## src/rtl/split_cw_pkg.sv

```systemverilog
// Shared codes for the split-array complementary write controller.
// Assumes a 2-bit wordline drive code per row and a three-state sequencer.
package split_cw_pkg;
    typedef enum logic [1:0] {
        WL_IDLE = 2'b00,   // hold, wordline released
        WL_VW   = 2'b01,   // driven to write level
        WL_GND  = 2'b10,   // active, driven to ground (complement write)
        WL_RD   = 2'b11    // read bias
    } wl_lvl_e;

    typedef enum logic [1:0] {
        ST_IDLE  = 2'b00,
        ST_SETUP = 2'b01,
        ST_ACT   = 2'b10
    } seq_st_e;
endpackage

```

## src/rtl/split_cw_seq.sv

```systemverilog
// Request sequencer: accepts one request when idle, holds it through a setup
// cycle (switch steering settles) and an active cycle (pulse / sense), and
// captures read data at the end of the active cycle.
// Assumes sa_data is valid during the active cycle of a read.
module split_cw_seq
    import split_cw_pkg::*;
#(
    parameter int ADDR_W = 4,
    parameter int DATA_W = 8
) (
    input  logic              clk,
    input  logic              rst_n,
    input  logic              req_valid,
    input  logic              req_write,
    input  logic [ADDR_W-1:0] req_addr,
    input  logic [DATA_W-1:0] req_wdata,
    input  logic              cfg_dummy_off,
    input  logic              cfg_prot_rd,
    input  logic [DATA_W-1:0] sa_data,
    output seq_st_e           st,
    output logic              act,
    output logic              req_ready,
    output logic              op_write,
    output logic              op_half,
    output logic [ADDR_W-2:0] op_row,
    output logic [DATA_W-1:0] op_data,
    output logic              op_doff,
    output logic              op_prot,
    output logic [1:0]        sw_inv,
    output logic              rd_valid,
    output logic [DATA_W-1:0] rd_data
);
    localparam int ROW_W = ADDR_W - 1;

    seq_st_e st_q;
    logic    accept;

    assign accept    = (st_q == ST_IDLE) && req_valid;
    assign st        = st_q;
    assign act       = (st_q == ST_ACT);
    assign req_ready = (st_q == ST_IDLE);

    // Advance idle -> setup -> active -> idle.
    always_ff @(posedge clk) begin
        if (!rst_n) begin
            st_q <= ST_IDLE;
        end else begin
            case (st_q)
                ST_IDLE:  if (req_valid) st_q <= ST_SETUP;
                ST_SETUP: st_q <= ST_ACT;
                default:  st_q <= ST_IDLE;
            endcase
        end
    end

    // Capture the request and its options at acceptance.
    always_ff @(posedge clk) begin
        if (!rst_n) begin
            op_write <= 1'b0;
            op_half  <= 1'b0;
            op_row   <= '0;
            op_data  <= '0;
            op_doff  <= 1'b0;
            op_prot  <= 1'b0;
        end else if (accept) begin
            op_write <= req_write;
            op_half  <= req_addr[ADDR_W-1];
            op_row   <= req_addr[ROW_W-1:0];
            op_data  <= req_wdata;
            op_doff  <= cfg_dummy_off;
            op_prot  <= cfg_prot_rd;
        end
    end

    // Register switch steering so it is settled before the pulse.
    always_ff @(posedge clk) begin
        if (!rst_n) begin
            sw_inv <= 2'b00;
        end else if (accept) begin
            for (int h = 0; h < 2; h++) begin
                sw_inv[h] <= req_write && !cfg_dummy_off
                             && (req_addr[ADDR_W-1] != 1'(h));
            end
        end
    end

    // Capture sensed data at the end of a read's active cycle.
    always_ff @(posedge clk) begin
        if (!rst_n) begin
            rd_valid <= 1'b0;
            rd_data  <= '0;
        end else begin
            rd_valid <= act && !op_write;
            if (act && !op_write) rd_data <= sa_data;
        end
    end
endmodule

```

## src/rtl/split_cw_wl.sv

```systemverilog
// Wordline decoder for one half: rows 0..ROWS-1 are addressable, index ROWS
// is the dummy row, reached only for operations aimed at the other half.
// Assumes op_* are stable while act is high.
module split_cw_wl
    import split_cw_pkg::*;
#(
    parameter int ROWS    = 8,
    parameter bit HALF_ID = 1'b0
) (
    input  logic                     act,
    input  logic                     op_write,
    input  logic                     op_half,
    input  logic [$clog2(ROWS)-1:0]  op_row,
    input  logic                     op_doff,
    input  logic                     op_prot,
    output logic [ROWS:0][1:0]       wl
);
    localparam int RW = $clog2(ROWS);

    logic mine;
    logic other;

    assign mine  = act && (op_half == HALF_ID);
    assign other = act && (op_half != HALF_ID);

    // Drive the addressed normal row of this half.
    for (genvar r = 0; r < ROWS; r++) begin : g_row
        assign wl[r] = (mine && (op_row == RW'(r)))
                       ? (op_write ? WL_VW : WL_RD) : WL_IDLE;
    end

    // Drive the dummy row for complement writes or masked reads.
    assign wl[ROWS] = !other  ? WL_IDLE :
                      op_write ? (op_doff ? WL_IDLE : WL_GND) :
                                 (op_prot ? WL_RD : WL_IDLE);
endmodule

```

## src/rtl/split_cw_bl.sv

```systemverilog
// Bitline steering for one half: true or inverted data through the two-way
// switch, drive enable, and connection to the shared sense amplifiers.
// Assumes sw_inv is registered upstream and stable during act.
module split_cw_bl #(
    parameter int DATA_W  = 8,
    parameter bit HALF_ID = 1'b0
) (
    input  logic              act,
    input  logic              op_write,
    input  logic              op_half,
    input  logic              sw_inv,
    input  logic [DATA_W-1:0] op_data,
    output logic              bl_en,
    output logic [DATA_W-1:0] bl,
    output logic              sa_conn
);
    // Enable this half's drivers for its own write or a complement write.
    assign bl_en   = act && op_write && ((op_half == HALF_ID) || sw_inv);
    // Select true or inverted data, released to zero in hold.
    assign bl      = !bl_en ? '0 : (sw_inv ? ~op_data : op_data);
    // Connect only the addressed half to the amplifiers on reads.
    assign sa_conn = act && !op_write && (op_half == HALF_ID);
endmodule

```

## src/rtl/split_cw_ctrl.sv

```systemverilog
// Top of the split-array complementary write controller: one sequencer, and
// one wordline decoder plus one bitline steering slice per half.
// Assumes the array model/analog side acts only on the active-cycle lines.
module split_cw_ctrl
    import split_cw_pkg::*;
#(
    parameter int ADDR_W = 4,
    parameter int DATA_W = 8
) (
    input  logic                          clk,
    input  logic                          rst_n,
    input  logic                          cfg_dummy_off,
    input  logic                          cfg_prot_rd,
    input  logic                          req_valid,
    output logic                          req_ready,
    input  logic                          req_write,
    input  logic [ADDR_W-1:0]             req_addr,
    input  logic [DATA_W-1:0]             req_wdata,
    output logic [2**(ADDR_W-1):0][1:0]   wl_h0,
    output logic [2**(ADDR_W-1):0][1:0]   wl_h1,
    output logic [1:0]                    sw_inv,
    output logic [1:0]                    bl_en,
    output logic [DATA_W-1:0]             bl_h0,
    output logic [DATA_W-1:0]             bl_h1,
    output logic [1:0]                    sa_conn,
    input  logic [DATA_W-1:0]             sa_data,
    output logic                          rd_valid,
    output logic [DATA_W-1:0]             rd_data
);
    localparam int ROWS = 2**(ADDR_W-1);

    seq_st_e                      seq_st;
    logic                         act;
    logic                         op_write;
    logic                         op_half;
    logic [ADDR_W-2:0]            op_row;
    logic [DATA_W-1:0]            op_data;
    logic                         op_doff;
    logic                         op_prot;
    logic [1:0][ROWS:0][1:0]      wl_all;
    logic [1:0][DATA_W-1:0]       bl_all;

    split_cw_seq #(.ADDR_W(ADDR_W), .DATA_W(DATA_W)) u_seq (
        .clk(clk), .rst_n(rst_n),
        .req_valid(req_valid), .req_write(req_write),
        .req_addr(req_addr), .req_wdata(req_wdata),
        .cfg_dummy_off(cfg_dummy_off), .cfg_prot_rd(cfg_prot_rd),
        .sa_data(sa_data),
        .st(seq_st), .act(act), .req_ready(req_ready),
        .op_write(op_write), .op_half(op_half), .op_row(op_row),
        .op_data(op_data), .op_doff(op_doff), .op_prot(op_prot),
        .sw_inv(sw_inv), .rd_valid(rd_valid), .rd_data(rd_data)
    );

    for (genvar h = 0; h < 2; h++) begin : g_half
        split_cw_wl #(.ROWS(ROWS), .HALF_ID(1'(h))) u_wl (
            .act(act), .op_write(op_write), .op_half(op_half),
            .op_row(op_row), .op_doff(op_doff), .op_prot(op_prot),
            .wl(wl_all[h])
        );
        split_cw_bl #(.DATA_W(DATA_W), .HALF_ID(1'(h))) u_bl (
            .act(act), .op_write(op_write), .op_half(op_half),
            .sw_inv(sw_inv[h]), .op_data(op_data),
            .bl_en(bl_en[h]), .bl(bl_all[h]), .sa_conn(sa_conn[h])
        );
    end

    assign wl_h0 = wl_all[0];
    assign wl_h1 = wl_all[1];
    assign bl_h0 = bl_all[0];
    assign bl_h1 = bl_all[1];
endmodule

```

## config.mk

```make
export PLATFORM = sky130hd
export DESIGN_NAME = split_cw_ctrl
export DESIGN_NICKNAME = d
export VERILOG_FILES = /design/src/rtl/split_cw_pkg.sv /design/src/rtl/split_cw_seq.sv /design/src/rtl/split_cw_wl.sv /design/src/rtl/split_cw_bl.sv /design/src/rtl/split_cw_ctrl.sv
export SDC_FILE = /design/constraint.sdc
export NUM_CORES = 1
export LEC_CHECK = 0
export BUFFER_PORTS_ARGS = -buffer_cell sky130_fd_sc_hd__buf_2
export CORE_AREA = 3 3 66 68
export CTS_CLUSTER_DIAMETER = 120
export DETAILED_ROUTE_END_ITERATION = 8
export DIE_AREA = 0 0 69 71
export GPL_TIMING_DRIVEN = 0
export PLACE_DENSITY = 0.79
export SETUP_SLACK_MARGIN = 0.15
export SLEW_MARGIN = 40
export SYNTH_ARGS = -nofsm -noshare
export SYNTH_HDL_FRONTEND = slang
export SYNTH_SLANG_ARGS = --single-unit
```

## constraint.sdc

```tcl
create_clock -name clk -period 3.1 [get_ports clk]
set_clock_uncertainty 0.2 [all_clocks]
set_input_delay 0 -clock clk [delete_from_list [all_inputs] [get_ports clk]]
set_output_delay 0 -clock clk [all_outputs]
set_load 0.005 [all_outputs]
```

==> metrics.md <==
| Metric | Value |
|---|---|
| Initial antenna violation count | 0 |
| Fin crit share | 0.605 |
| Antenna Violating Nets Remaining | 0 |
| Outcome | complete, no violations |
| Vias in the first global route | roughly 1.8k |
| Max Buffers Root-to-Sink | 2 |
| Drt total wl | between 4 and 5 mm |
| Clock-pin slew on the worst setup and hold paths | approximately 90 ps |
| Syn Area/Cell | approximately 7.7 µm² |
| Internal | ~550 µW |
| Hold path depth | 4 |
| Leak | between 1 and 1.5 nW |
| Top cells by area, synth | dfxtp_1 33%, mux2i_1 15%, nand2_1 11% |
| Setup violators final | 0 |
| Mapped Area | between 0.0015 and 0.002 mm² |
| Min Tclk post-route | between 1500 and 2000 ps |
| Vias per cell | between 4 and 5 |
| GRT Total Usage | 0.200 |
| Pre-CTS setup slack | about 1500 ps |
| DP HPWL | between 3 and 4 mm |
| Number of DRC markers in iteration 0 | between 100 and 150 |
| Register area share after synthesis | 0.327 |
| Max_cap viols | 0 |
| GR Overflow Total | 0 |
| Seq cells post-synth | 28 |
| Diodes inserted | 0 |
| DR vias | about 1.8k |
| Cell taking the most area after synthesis | dfxtp_1 |
| Starting Density | 0.438 |
| CP startpoint kind | flip-flop |
| Slew Limit Headroom | 0.621 |
| Clk network pwr share | 0.253 |
| Cell variety after synth | 26 |
| Setup crit end kind | output port |
| Logic pwr share | 0.216 |
| TritonCTS Buffers | 3 |
| Required @ worst endpoint | between 2000 and 3000 ps |
| Share of cells above drive strength 1 | 0.358 |
| Kind of critical path | reg -> out |
| Pwr Density | between 200 and 300 mW/mm² |
| Fin Setup TNS | 0 ps |
| H-Tree Depth | 1 |
| First-pass GRT wire length | 8.29 mm |
| Die Span Y | 71 µm |
| Fmax | between 500 and 600 MHz |
| Clk sinks | 28 |
| DRT Pass-1 Iters | 4 |
| Clock Latency Late Sink | about 260 ps |
| Die ar. | 0.00490 mm² |
| Yosys top cell area share | 0.327 |
| # rows | 23 |
| Placed Area | ~0.0022 mm² |
| Drt wl/cell | around 13 µm |
| Final hold vios | 0 |
| Final core utilization | 0.643 |
| Reg2Reg Setup Slack | around 1500 ps |
| CP arrival | ~1700 ps |
| Peak fanout along the critical path | 10 |
| Die X | just under 70 µm |
| Fin area | roughly 0.0025 mm² |
| Clock root buffer | clkbuf_8 |
| PnR worst setup slack | between 1000 and 1500 ps |
| I/O Buffers | 92 |
| Number of placed I/O pins | 94 |
| Flop pwr share | 0.531 |
| Instance count of the mapped netlist | around 220 |
| CTS tree | done |
| WHS | 103 ps |
| Worst VDD drop | around 0.27 mV |
| Mapped Nets | approximately 250 |
| R2r worst-path depth | 5 |
| Final slew viol count | 0 |
| Placer Congestion | 0.765 |
| Net load switching power | between 200 and 250 µW |
| Syn-to-layout area delta | 47.0% |
| Sw Ratio | 0.268 |
| Syn. warnings | 0 |
| Setup Fix Bufs, Post-CTS | 0 |
| RSZ-0062 raised after global routing | no |
| Worst-Margin Slew | between 500 and 600 ps |
| DRC | 0 |
| Core area | between 0.003 and 0.004 mm² |
| Nets | between 300 and 400 |
| Min-Delay Path Class | in -> reg |
| Largest net degree at the start of global routing | 15 |
-- worst max-delay path, stage by stage, from the launching register on --
cell and delay [ps]:
dfxtp_1 480, nand3b_1 330, buf_2 280, nor2_1 70
buf_4 140, buf_2 110
-- cell families after synthesis --
family,share of synthesized area
mux,0.146
compound gates,0.00584
xor+xnor,0.0818
flops,0.327
simple gates,0.354
buf+inv,0.0855
-- cell usage after synthesis --
cell type	n
nand2_1	48
nor2_1	29
dfxtp_1	28
mux2i_1	25
nor3_1	16
xnor2_1	16
nor2_2	9
clkbuf_1	8
buf_4	7
buf_2	6
nand3b_1	5
inv_1	3
or3b_2	3
a21oi_1	2
and2_1	2
buf_6	2
nand2b_1	2
nand4bb_1	2
nor3b_1	2
and3b_1	1
nand3_1	1
nand4b_1	1
nor2b_1	1
or3_1	1
or3b_1	1
or4b_1	1
-- registers in the layout (all words and copies together), names as in the netlist --
register	cells
u_seq.op_doff	1
u_seq.op_write	1
u_seq.op_row	3
u_seq.sw_inv	2
u_seq.op_data	8
u_seq.st	2
u_seq.rd_data	8
u_seq.rd_valid	1
u_seq.op_prot	1
u_seq.op_half	1
-- area by class of cell --
class | count | area, µm²
Buffer | 23 | 135
Multi-Input combinational cell | 168 | 1010
Fill cell | 362 | 1400
Timing Repair Buffer | 116 | 701
Tap cell | 50 | 62.6
Clock buffer | 3 | 41.3
Inverter | 3 | 11.3
Sequential cell | 28 | 561
-- per-stage QoR --
step / power, mW / instances
after global placement: 0.540 / 364
after CTS: 0.756 / 391
final: 0.754 / 391
after global routing: 0.796 / 391
after floorplan: 0.500 / 222
after detailed placement: 0.545 / 364
-- final timing paths --
path                    startpoint                to
hold / removal           req_valid   u_seq.op_row[1]
setup / recovery       u_seq.st[0]          bl_en[1]
hold reg to reg   u_seq.rd_data[5]  u_seq.rd_data[5]
setup reg to reg       u_seq.st[1]  u_seq.op_data[5]
-- power groups by stage --
stage | sequential [mW] | clock (mW) | combinational, mW
final | 0.401 | 0.191 | 0.163
after global routing | 0.405 | 0.213 | 0.179
after CTS | 0.400 | 0.196 | 0.160
after detailed placement | 0.408 | 0 | 0.136
after global placement | 0.407 | 0 | 0.134
after floorplan | 0.403 | 0 | 0.0969
-- repair_timing --
| item | CTS | global route |
|---|---|---|
| resized for setup | 0 | 0 |
| hold buffers | 24 | 0 |
| endpoints found under the hold margin | 26 | 0 |
-- metal layers --
metal | vias up | track usage | wire (µm)
met2 | 48 | 0.360 | 2580
met3 | 10 | 0.0298 | 190
met1 | 821 | 0.244 | 2120
met5 | - | 0 | 0
li1 | 951 | - | -
met4 | 0 | 0.0672 | 87
-- cell usage in the layout, fill, tap and decap left out, types with 2 or more instances in the layout --
cell / Yosys / final
buf_6: 2 / 2
nand2b_1: 2 / 2
nor3_1: 16 / 16
dlygate4sd3_1: 0 / 24
nor3b_1: 2 / 2
or3b_2: 3 / 3
inv_1: 3 / 3
mux2i_1: 25 / 25
nand2_1: 48 / 48
buf_4: 7 / 7
nand4bb_1: 2 / 2
buf_2: 6 / 98
xnor2_1: 16 / 16
clkbuf_1: 8 / 8
a21oi_1: 2 / 2
and2_1: 2 / 2
nand3b_1: 5 / 5
nor2_2: 9 / 9
dfxtp_1: 28 / 28
nor2_1: 29 / 29
clkbuf_8: 0 / 3
Power figures use the tool's default switching activity.
